File: src/rtl/mdm_pkg.sv
package mdm_pkg;
  localparam int unsigned ADDR_W = 2;
  localparam int unsigned DATA_W = 16;

  localparam logic [ADDR_W-1:0] A_CTRL = 2'd0;
  localparam logic [ADDR_W-1:0] A_STAT = 2'd1;
  localparam logic [ADDR_W-1:0] A_IRQ  = 2'd2;

  // status config field order, shared by write and readback
  typedef struct packed {
    logic dcd_ns;
    logic cts_ns;
    logic dcd_en;
    logic cts_en;
  } stat_cfg_t;

  typedef struct packed {
    logic loop_en;
    logic rts_ctl;
    logic dtr_ctl;
  } ctrl_t;
endpackage

File: src/rtl/mdm_sync.sv
module mdm_sync #(
  parameter int unsigned WIDTH  = 4,
  parameter int unsigned STAGES = 2
) (
  input  logic             clk_i,
  input  logic             rst_ni,
  input  logic [WIDTH-1:0] d_i,
  output logic [WIDTH-1:0] q_o
);
  logic [WIDTH-1:0] stg_q [STAGES];

  for (genvar s = 0; s < STAGES; s++) begin : g_stg
    always_ff @(posedge clk_i or negedge rst_ni) begin
      if (!rst_ni) stg_q[s] <= '0;
      else if (s == 0) stg_q[s] <= d_i;
      else stg_q[s] <= stg_q[(s == 0) ? 0 : s-1];
    end
  end

  assign q_o = stg_q[STAGES-1];
endmodule

File: src/rtl/mdm_edge.sv
module mdm_edge (
  input  logic clk_i,
  input  logic rst_ni,
  input  logic lvl_i,
  input  logic en_i,
  input  logic nosense_i,
  input  logic clr_i,
  output logic st_o
);
  logic prev_q, set, st_q;

  assign set = en_i & (nosense_i ? (lvl_i ^ prev_q) : lvl_i);

  always_ff @(posedge clk_i or negedge rst_ni) begin
    if (!rst_ni) begin
      prev_q <= 1'b0;
      st_q   <= 1'b0;
    end else begin
      prev_q <= lvl_i;
      st_q   <= (st_q & ~clr_i) | set;
    end
  end

  assign st_o = st_q;

  p_hold_r9: assert property (@(posedge clk_i) disable iff (!rst_ni)
    (clr_i && set) |=> st_o);
  p_clear_r8: assert property (@(posedge clk_i) disable iff (!rst_ni)
    (clr_i && !set) |=> !st_o);
  p_disabled_r6: assert property (@(posedge clk_i) disable iff (!rst_ni)
    (!en_i && !st_o) |=> !st_o);
  p_edge_r5: assert property (@(posedge clk_i) disable iff (!rst_ni)
    (en_i && nosense_i && (lvl_i != prev_q)) |=> st_o);
  p_level_r7: assert property (@(posedge clk_i) disable iff (!rst_ni)
    (en_i && !nosense_i && lvl_i) |=> st_o);
endmodule

File: src/rtl/mdm_ctrl.sv
module mdm_ctrl
  import mdm_pkg::*;
#(
  parameter int unsigned SYNC_STAGES = 2
) (
  input  logic              clk_i,
  input  logic              rst_ni,
  input  logic              cts_i,
  input  logic              dcd_i,
  input  logic              ri_i,
  input  logic              dsr_i,
  input  logic              wr_i,
  input  logic              rd_i,
  input  logic [ADDR_W-1:0] addr_i,
  input  logic [DATA_W-1:0] wdata_i,
  output logic [DATA_W-1:0] rdata_o,
  output logic              dtr_o,
  output logic              rts_o,
  output logic              loop_o,
  output logic              irq_o
);
  localparam int unsigned N_LINES = 4;
  localparam int unsigned N_DET   = 2;
  localparam int unsigned CFG_W   = $bits(stat_cfg_t);
  localparam int unsigned CTRL_W  = $bits(ctrl_t);

  ctrl_t             ctrl_q;
  stat_cfg_t         cfg_q;
  logic              mask_q;
  logic [N_LINES-1:0] lvl;
  logic [N_DET-1:0]   st, det_en, det_ns;
  logic               clr_rd;
  logic [DATA_W-1:0]  rd_mux, rdata_q;

  mdm_sync #(.WIDTH(N_LINES), .STAGES(SYNC_STAGES)) u_sync (
    .clk_i (clk_i),
    .rst_ni(rst_ni),
    .d_i   ({dsr_i, ri_i, dcd_i, cts_i}),
    .q_o   (lvl)
  );

  assign det_en = {cfg_q.dcd_en, cfg_q.cts_en};
  assign det_ns = {cfg_q.dcd_ns, cfg_q.cts_ns};
  assign clr_rd = rd_i & (addr_i == A_STAT);

  // only CTS (line 0) and DCD (line 1) carry detectors
  for (genvar i = 0; i < N_DET; i++) begin : g_det
    mdm_edge u_edge (
      .clk_i    (clk_i),
      .rst_ni   (rst_ni),
      .lvl_i    (lvl[i]),
      .en_i     (det_en[i]),
      .nosense_i(det_ns[i]),
      .clr_i    (clr_rd),
      .st_o     (st[i])
    );
  end

  always_ff @(posedge clk_i or negedge rst_ni) begin
    if (!rst_ni) begin
      ctrl_q <= '0;
      cfg_q  <= '0;
      mask_q <= 1'b0;
    end else if (wr_i) begin
      unique case (addr_i)
        A_CTRL:  ctrl_q <= ctrl_t'(wdata_i[CTRL_W-1:0]);
        A_STAT:  cfg_q  <= stat_cfg_t'(wdata_i[CFG_W-1:0]);
        A_IRQ:   mask_q <= wdata_i[0];
        default: ;
      endcase
    end
  end

  always_comb begin
    rd_mux = '0;
    unique case (addr_i)
      A_CTRL: rd_mux[CTRL_W-1:0] = ctrl_q;
      A_STAT: begin
        rd_mux[N_LINES-1:0]                          = lvl;
        rd_mux[N_LINES +: N_DET]                     = st;
        rd_mux[N_LINES+N_DET +: CFG_W]               = cfg_q;
      end
      A_IRQ: rd_mux[1:0] = {|st, mask_q};
      default: ;
    endcase
  end

  always_ff @(posedge clk_i or negedge rst_ni) begin
    if (!rst_ni) rdata_q <= '0;
    else if (rd_i) rdata_q <= rd_mux;
  end

  assign rdata_o = rdata_q;
  assign dtr_o   = ~ctrl_q.dtr_ctl;
  assign rts_o   = ~ctrl_q.rts_ctl;
  assign loop_o  = ctrl_q.loop_en;
  assign irq_o   = mask_q & (|st);

  p_no_irq_unmasked_r10: assert property (@(posedge clk_i) disable iff (!rst_ni)
    (wr_i && addr_i == A_IRQ && !wdata_i[0]) |=> !irq_o);
  p_dtr_write_r2: assert property (@(posedge clk_i) disable iff (!rst_ni)
    (wr_i && addr_i == A_CTRL) |=> (dtr_o != $past(wdata_i[0])));
  p_loop_write_r3: assert property (@(posedge clk_i) disable iff (!rst_ni)
    (wr_i && addr_i == A_CTRL) |=> (loop_o == $past(wdata_i[2])));
  p_pins_hold_r2: assert property (@(posedge clk_i) disable iff (!rst_ni)
    !(wr_i && addr_i == A_CTRL) |=> ($stable(dtr_o) && $stable(rts_o)));
endmodule

File: config.mk
export PLATFORM = sky130hd
export DESIGN_NAME = mdm_ctrl
export DESIGN_NICKNAME = d
export VERILOG_FILES = /design/src/rtl/mdm_pkg.sv /design/src/rtl/mdm_sync.sv /design/src/rtl/mdm_edge.sv /design/src/rtl/mdm_ctrl.sv
export SDC_FILE = /design/constraint.sdc
export NUM_CORES = 1
export LEC_CHECK = 0
export BUFFER_PORTS_ARGS = -buffer_cell sky130_fd_sc_hd__buf_2
export CORE_MARGIN = 2
export CORE_UTILIZATION = 30
export CTS_CLUSTER_SIZE = 28
export DETAILED_ROUTE_END_ITERATION = 6
export PLACE_DENSITY_LB_ADDON = 0.05
export SYNTH_ARGS = -nofsm -noshare
export SYNTH_HDL_FRONTEND = slang
export SYNTH_SLANG_ARGS = --single-unit
File: constraint.sdc
create_clock -name clk_i -period 1 [get_ports clk_i]
set_input_delay 0.2 -clock clk_i [delete_from_list [all_inputs] [get_ports clk_i]]
set_output_delay 0.2 -clock clk_i [all_outputs]
set_load 0.005 [all_outputs]
==> impl_metrics.tcl, run 1 <==
set metrics [dict create \
    outcome "finished with violations" \
    violations "negative setup slack" \
    layoutNonFillerInstCount 193 \
    cp_slowest_cell "dfrtp_1" \
    cp.arrival_ns 0.97 \
    crit_path_start "g_det[0].u_edge.st_o" \
    fmax_mhz 852 \
    cts_tree "yes" \
    hold_violations 0 \
    cp_top_family "flip-flops" \
    place.gp.congestion 0.680 \
    core_um2 3940 \
    synthTopCellsByArea "dfrtp_1 62%, mux2_2 6.5%, buf_4 3.7%, nand2_1 3.4%, inv_1 3.1%" \
    required_ns 0.80 \
    yosysSeqAreaShare_pct 62.2 \
    final_cell_mix "30 x dfrtp_1, 27 x buf_2, 13 x buf_4, 11 x nand2_1, 10 x inv_1" \
    grt_pass1_vias 775 \
    r2r-end "rdata_o[2]" \
    yosysTopAreaCell "dfrtp_1" \
    numCtsBuffers 5 \
    ys_warn_count 0 \
    p_leak_nw 0.782 \
    row_count 23 \
    stdcell_area_um2 1590 \
    worst-path-stages 3 \
    avgSynthCellArea_um2 12.4 \
    setup_viol 4 \
    fp.dieW_um 67.4 \
    clock-skew-final_ns 0.00426 \
    wl_per_cell_um 11.5 \
    r2r-start "loop_o" \
    drv_slew 0 \
    dp.cells 176 \
    layout_commonest_cell "dfrtp_1" \
    ant_nets 0 \
    drc 0 \
    synth-xor-area-share_pct 1.45 \
    synth-adder-area-share_pct 0 \
    yosysTopAreaCellShare_pct 62.2 \
    synth_top_family_by_area "simple AND/OR/NAND/NOR gates" \
    cts.path.max_buffers 2 \
    n_antenna_cell 0 \
    overflow 0 \
    vias_per_cell 3.98 \
    max_cap_viol_count 0 \
    synthMuxAreaShare_pct 9.02 \
    root_buffer "clkbuf_8" \
    clk_latency_ns 0.28 \
    utilization_pct 40.4 \
    ios 46 \
    dr.pass1.iters 3 \
    fin_ws_ns -0.173 \
    yosysUniqueCellTypes 21 \
    reg2reg_slack_ns 0.04 \
    fillers 387 \
    grt_pass1_wl_um 3770 \
    end_kind "primary output" \
    fin_hold_ws_ns 0.0244 \
    vias 769 \
    grt_max_degree 31 \
    first_iter_violations 36 \
    p_total_mw 2.94 \
    path_class "reg2out" \
    portBuffers 27 \
    crit_chain "nor2_2 -> nor2_1 -> buf_2" \
    dieArea_um2 4550 \
    path_buf_inv 1 \
    synth-simple-area-share_pct 10.1 \
    rsz0062_at_grt "yes" \
    die_y_um 67.4 \
    synth_compound_area_share_pct 7.88 \
    routed_wl_um 2230 \
    grt_usage_pct 11.7 \
    min_path_type "in2reg" \
    dpl_cell_area_um2 1410 \
    worst_path_largest_cell_delay_ns 0.39 \
    synth_cells 97 \
    p_per_area_nw_per_um2 1850 \
    ir_drop_mv 0.646 \
    drive_above_1_share_pct 42.7 \
    period_share_pct 117 \
    clk_pin_slew_worst_paths_ns 0.07 \
    crit_end "irq_o" \
    syn_area_um2 1210 \
    dp_hpwl_um 1610 \
    htreeDepth 2 \
    start_util_pct 30.6 \
    antenna_found_initial 0 \
    start_kind "flop" \
    clock-sinks 30 \
    synth-seq-cells 30 \
    area_growth_pct 32.0 \
    period_needed_ns 1.17 \
    path_max_fanout 2 \
    nNetsFinal 168 \
    reg2reg_depth 3 \
]
## worst register-to-register path, stage by stage, from the launching register on
cell and delay, ns:
dfrtp_1 0.40, mux2i_1 0.14, nor2_1 0.06, mux2_4 0.25
## sequential cells by signal, summed over array words and instances, names as in the netlist
signal               count
cfg_q                    4
ctrl_q                   2
g_det.u_edge.prev_q      2
g_det.u_edge.st_o        2
loop_o                   1
mask_q                   1
rdata_o                 10
u_sync.q_o               4
u_sync.stg_q             4
## synth_stat cells, drive strengths merged
| library cell | count |
|---|---|
| o21a | 2 |
| a22o | 2 |
| nor3b | 1 |
| buf | 9 |
| nand2b | 1 |
| xnor2 | 2 |
| nand2 | 11 |
| nor2 | 3 |
| conb | 1 |
| o221ai | 2 |
| dfrtp | 30 |
| o21ai | 9 |
| mux2i | 3 |
| and3b | 1 |
| mux2 | 7 |
| inv | 10 |
| nand3b | 3 |
## power breakdown
part,internal (mW),switching [mW],total (mW)
combinational,0.289,0.201,0.490
sequential,1.36,0.0915,1.45
clock,0.552,0.451,1.00
total,2.20,0.743,2.94
## how the worst min path moves through the flow
stage          slack (ns)   start         endpoint  cells after the start
4_1_cts              0.01   dcd_i  u_sync.stg_q[5]                      1
2_1_floorplan        -0.1  rst_ni         cfg_q[0]                      0
5_1_grt             0.003    ri_i  u_sync.stg_q[6]                      1
6_report             0.02   dcd_i  u_sync.stg_q[5]                      1
3_3_place_gp         0.16  rst_ni       rdata_o[3]                      2
3_5_place_dp         0.17  rst_ni       rdata_o[8]                      2
## metrics by stage
stage               setup TNS, ns  setup WS [ns]
CTS                        -0.334         -0.189
global route               -0.582         -0.238
detailed placement         -0.566        -0.0996
global placement           -0.585        -0.0917
floorplan                -0.00230       -0.00230
finish                     -0.261         -0.173
## layout make-up
type                    count  area, µm²  area share, %
clock inverters             2       12.5          0.785
flip-flops and latches     30        751           47.1
well taps                  50       62.6           3.92
multi-input cells          53        385           24.2
clock buffers               6       82.6           5.18
inverters                  10       37.5           2.35
repair buffers             42        263           16.5
## cells by family (layout without fill, tap and decap cells)
kind of cell	count (synthesis)	in the layout
DFF	30	30
and+or+nand+nor	20	20
buffers and inverters	19	60
AOI/OAI and AO/OA	15	15
muxes	10	10
xor gates and xnor gates	2	2
other	1	6
## layer usage
layer  up-vias  GRT usage, %  part of all wire [%]
met3         2          4.50                   4.5
met5         -             0                     0
met4         0          6.12                  0.85
met2        21          17.2                    48
met1       352          14.8                    47
li1        394             -                     -
## timing repair
| action | in CTS | in global routing |
|---|---|---|
| endpoints found under the hold margin | 30 | 0 |
| setup buffers | 2 | 6 |
| resized for setup | 1 | 3 |
| setup endpoints to repair | 4 | 15 |
| pin swaps | 1 | 2 |
| hold buffers | 1 | 0 |
No activity file was read; power rests on OpenSTA's default activity.
==> run 2: changes to the inputs <==
--- a/config.mk
+++ b/config.mk
@@ -7,7 +7,7 @@
 export LEC_CHECK = 0
 export BUFFER_PORTS_ARGS = -buffer_cell sky130_fd_sc_hd__buf_2
 export CORE_MARGIN = 2
-export CORE_UTILIZATION = 30
+export CORE_UTILIZATION = 47
 export CTS_CLUSTER_SIZE = 28
 export DETAILED_ROUTE_END_ITERATION = 6
 export PLACE_DENSITY_LB_ADDON = 0.05
==> impl_metrics.tcl, run 2 (synthesis gave the netlist of run 1 again) <==
set metrics [dict create \
    violations "negative setup slack" \
    p_int_mw 1.99 \
    grt_pass1_vias 764 \
    required_ns 0.80 \
    clock-sinks 30 \
    start_util_pct 49.2 \
    dieArea_um2 2990 \
    routed_wl_um 2090 \
    multi_input_area_um2 385 \
    reg2reg_slack_ns -0.03 \
    swShare_pct 26.2 \
    start_kind "flop" \
    use_met2_pct 26.6 \
    layout_commonest_cell "dfrtp_1" \
    ant_nets 0 \
    max_cap_viol_count 0 \
    clock-skew-final_ns 0.00497 \
    root_buffer "clkbuf_4" \
    period_needed_ns 1.23 \
    p_per_area_nw_per_um2 1710 \
    rsz0062_at_grt "yes" \
    dp_hpwl_um 1520 \
    period_share_pct 123 \
    fmax_mhz 811 \
    die_y_um 54.7 \
    clkPwrFrac_pct 27.8 \
    dr.pass1.iters 5 \
    drv_slew 0 \
    clk_latency_ns 0.33 \
    top_usage_layer "met2" \
    p_leak_nw 0.786 \
    cts.path.max_buffers 2 \
    numCtsBuffers 5 \
    n_antenna_cell 0 \
    htreeDepth 2 \
    fin_ws_ns -0.233 \
    drive_above_1_share_pct 42.2 \
    place_ws_ns -0.102 \
    grtUsageMet1_pct 18.8 \
    path_max_fanout 2 \
    ios 46 \
    power_frac_comb_pct 18.8 \
    first_iter_violations 11 \
    hold_depth 3 \
    hold_end "ctrl_q[1]" \
    ir_drop_mv 1.30 \
    min_path_type "in2reg" \
    cp.arrival_ns 1.03 \
    r2r-end "rdata_o[0]" \
    hold_violations 0 \
    path_class "reg2out" \
    grt_pass1_wl_um 3350 \
    place.gp.congestion 0.737 \
    cts_tree "yes" \
    largest_register_ff_count 10 \
    grt_usage_pct 16.9 \
    final_cell_mix "30 x dfrtp_1, 27 x buf_2, 13 x buf_4, 11 x nand2_1, 9 x inv_1" \
    portBuffers 27 \
    r2r-start "ctrl_q[0]" \
    clk_pin_slew_worst_paths_ns 0.09 \
    power_switching_uw 706 \
    fillers 213 \
    vias_per_cell 4.59 \
    p_total_mw 2.70 \
    seqPwrFrac_pct 53.5 \
    grt_max_degree 19 \
    antenna_found_initial 0 \
    nNetsFinal 172 \
    wl_per_cell_um 11.8 \
    vias 813 \
    drc 0 \
    reg2reg_depth 4 \
    end_kind "primary output" \
    fp.dieW_um 54.7 \
    register_area_um2 751 \
    setup_viol 15 \
    area_growth_pct 30.7 \
    worstHoldStart "wdata_i[1]" \
    row_count 18 \
    outcome "finished with violations" \
    overflow 0 \
    core_um2 2450 \
    grtUsageMet3_pct 8.47 \
]
[run 2: cell count changes in the layout (fill, tap and decap cells not counted)]
cell	delta
dlygate4sd3_1	+4
clkbuf_8	-5
clkbuf_4	+5
inv_2	+1
inv_1	-1
[run 2: layout make-up]
type | count | area share, %
Clock buffer | 6 | 3.25
Inverter | 10 | 2.38
Sequential cell | 30 | 47.6
Clock inverter | 2 | 0.793
Multi-Input combinational cell | 53 | 24.4
Tap cell | 30 | 2.38
Timing Repair Buffer | 46 | 19.2
[run 2: metrics by stage]
step                      hold WS (ns)  std cells  setup TNS [ns]  area [µm²]  utilization (%)
after CTS                       0.0621        175           -1.18        1550             63.1
final                           0.0849        177          -0.844        1580             64.3
after floorplan                -0.0956        102        -0.00230        1240                -
after global routing            0.0764        177           -1.69        1580             64.3
after global placement           0.109        154          -0.479        1370             55.9
after detailed placement         0.112        154          -0.685        1370             55.9
[run 2: routing by layer]
metal	share of wire, %	up-vias	routed length (µm)
met3	6.8	5	142
met2	49	32	1020
met1	42	374	884
met5	0	-	0
met4	2.1	0	45
li1	-	402	-
[run 2: what timing repair did]
action	4_1_cts	5_1_grt
endpoints found under the hold margin	16	0
resized for setup	1	4
buffers inserted	8	2
pin swaps	2	0
hold buffers	5	0
endpoints found under the setup margin	15	17
[run 2: power by group through the flow]
stage / logic, mW / registers, mW / clock network (mW)
floorplan: 0.233 / 1.45 / 0
global placement: 0.376 / 1.47 / 0
detailed placement: 0.387 / 1.47 / 0
CTS: 0.489 / 1.44 / 0.782
global route: 0.567 / 1.46 / 0.838
finish: 0.506 / 1.44 / 0.750
[run 2: worst max path at each step]
stage | startpoint | to | slack, ns | depth (start not counted)
floorplan | addr_i[0] | loop_o | -0.002 | 3
global placement | addr_i[0] | rdata_o[1] | -0.11 | 4
detailed placement | addr_i[0] | rdata_o[2] | -0.10 | 4
CTS | g_det[0].u_edge.st_o | irq_o | -0.24 | 3
global route | g_det[0].u_edge.st_o | irq_o | -0.31 | 3
finish | g_det[0].u_edge.st_o | irq_o | -0.23 | 3
[run 2: critical path, cell delays in order (launching register included)]
cell     delay [ns]
dfrtp_1        0.40
nor2_2         0.14
nor2_1         0.05
buf_2          0.12
==> run 3: changes to the inputs <==
--- a/config.mk
+++ b/config.mk
@@ -6,8 +6,10 @@
 export NUM_CORES = 1
 export LEC_CHECK = 0
 export BUFFER_PORTS_ARGS = -buffer_cell sky130_fd_sc_hd__buf_2
+export CELL_PAD_IN_SITES_DETAIL_PLACEMENT = 0
+export CELL_PAD_IN_SITES_GLOBAL_PLACEMENT = 2
 export CORE_MARGIN = 2
-export CORE_UTILIZATION = 47
+export CORE_UTILIZATION = 29
 export CTS_CLUSTER_SIZE = 28
 export DETAILED_ROUTE_END_ITERATION = 6
 export PLACE_DENSITY_LB_ADDON = 0.05
==> constraint.sdc (replaced) <==
create_clock -name clk_i -period 1.2 [get_ports clk_i]
set_input_delay 0.24 -clock clk_i [delete_from_list [all_inputs] [get_ports clk_i]]
set_output_delay 0.24 -clock clk_i [all_outputs]
set_load 0.005 [all_outputs]
==> impl_metrics.tcl, run 3 (synthesis gave the netlist of run 1 again) <==
set metrics [dict create \
    fp.dieW_um 68.5 \
    r2r-start "loop_o" \
    dp_hpwl_um 1630 \
    overflow 0 \
    root_buffer "clkbuf_8" \
    vias 791 \
    numCtsBuffers 5 \
    grt_usage_pct 12.3 \
    dr.pass1.iters 4 \
    ant_nets 0 \
    grt_max_degree 31 \
    hold_end "u_sync.stg_q[7]" \
    worstHoldStart "dsr_i" \
    grt_pass1_wl_um 3840 \
    min_path_type "in2reg" \
    place.gp.congestion 0.684 \
    violations "negative setup slack" \
    hold_depth 1 \
    drc 0 \
    nNetsFinal 159 \
    p_per_area_nw_per_um2 1590 \
    p_leak_nw 0.729 \
    path_max_fanout 2 \
    core_um2 4000 \
    n_antenna_cell 0 \
    period_needed_ns 1.22 \
    utilization_pct 37.3 \
    portBuffers 27 \
    ios 46 \
    htreeDepth 2 \
    fin_ws_ns -0.0201 \
    drive_above_1_share_pct 36.6 \
    dp.cells 173 \
    cp.arrival_ns 0.98 \
    cts.path.max_buffers 2 \
    required_ns 0.96 \
    largest_register_ff_count 10 \
    wl_per_cell_um 12.3 \
    layoutNonFillerInstCount 184 \
    fmax_mhz 820 \
    vias_per_cell 4.30 \
    row_count 23 \
    antenna_found_initial 0 \
    start_util_pct 30.2 \
    end_kind "primary output" \
    first_iter_violations 26 \
    layout_commonest_cell "dfrtp_1" \
    reg2reg_slack_ns 0.24 \
    area_growth_pct 23.6 \
    routed_wl_um 2260 \
    cts_tree "yes" \
    clk_latency_ns 0.28 \
    period_share_pct 102 \
    final_cell_mix "30 x dfrtp_1, 27 x buf_2, 11 x nand2_1, 10 x inv_1" \
    clock-sinks 30 \
    ir_drop_mv 0.654 \
    start_kind "flop" \
    die_y_um 68.5 \
    max_cap_viol_count 0 \
    dieArea_um2 4700 \
    final.setup.tns_ns -0.0201 \
    grt_pass1_vias 762 \
    setup_viol 1 \
    clk_pin_slew_worst_paths_ns 0.06 \
    hold_violations 0 \
    outcome "finished with violations" \
    path_class "reg2out" \
    reg2reg_depth 3 \
    drv_slew 0 \
    rsz0062_at_grt "yes" \
    r2r-end "rdata_o[2]" \
    clock-skew-final_ns 0.00412 \
]
==> run 3: cell types whose count changed in the layout (fill, tap and decap cells not counted), moves of 2 or more <==
| cell | change |
|---|---|
| clkbuf_4 | -5 |
| dlygate4sd3_1 | -4 |
| mux2_4 | -2 |
| clkbuf_8 | +5 |
| mux2_2 | +2 |
| buf_4 | -8 |
==> run 3: what timing repair did <==
item / 4_1_cts / 5_1_grt
buffers inserted: 2 / 0
setup endpoints to repair: 1 / 1
gates resized for setup: 1 / 0
pin swaps: 1 / 0
endpoints found under the hold margin: 30 / 0
hold buffers: 1 / 0
==> run 3: how the worst max path moves through the flow <==
stage | start | end | slack [ns] | depth (start not counted)
2_1_floorplan | addr_i[0] | loop_o | 0.15 | 3
3_3_place_gp | addr_i[0] | loop_o | 0.02 | 3
3_5_place_dp | addr_i[0] | loop_o | 0.01 | 3
4_1_cts | g_det[0].u_edge.st_o | irq_o | -0.04 | 3
5_1_grt | g_det[0].u_edge.st_o | irq_o | -0.08 | 3
6_report | g_det[0].u_edge.st_o | irq_o | -0.02 | 3
==> run 3: critical path, cell delays in order (launching register included) <==
cell	delay [ns]
dfrtp_1	0.39
nor2_2	0.14
nor2_1	0.05
buf_2	0.12
==> run 3: through the flow <==
stage | setup slack (ns) | hold slack [ns] | area, µm² | power, mW
floorplan | 0.148 | -0.0556 | 1230 | 1.40
global placement | 0.0185 | 0.275 | 1370 | 1.54
detailed placement | 0.0109 | 0.277 | 1370 | 1.54
CTS | -0.0408 | 0.0524 | 1490 | 2.42
global route | -0.0761 | 0.0418 | 1490 | 2.55
finish | -0.0201 | 0.0618 | 1490 | 2.37
==> run 3: report_power, final <==
group	leakage, nW	internal, mW	switching (mW)
Combinational	0.316	0.186	0.155
Sequential	0.364	1.13	0.0763
Clock	0.0482	0.461	0.361
Total	0.729	1.78	0.592
==> run 3: cell type report <==
cell class / instances / area, µm²
Clock buffer: 7 / 86.3
Clock inverter: 1 / 5.00
Fill cell: 417 / 2510
Inverter: 10 / 37.5
Multi-Input combinational cell: 53 / 368
Sequential cell: 30 / 751
Tap cell: 50 / 62.6
Timing Repair Buffer: 33 / 183
==> run 3: per-layer routing <==
layer / GRT usage (%) / vias up / wire [µm] / part of all wire (%)
met1: 15.4 / 390 / 995 / 44
met2: 17.3 / 22 / 1080 / 48
met4: 7.50 / 0 / 61 / 2.7
li1: - / 374 / - / -
met5: 0 / - / 0 / 0
met3: 5.36 / 5 / 123 / 5.4
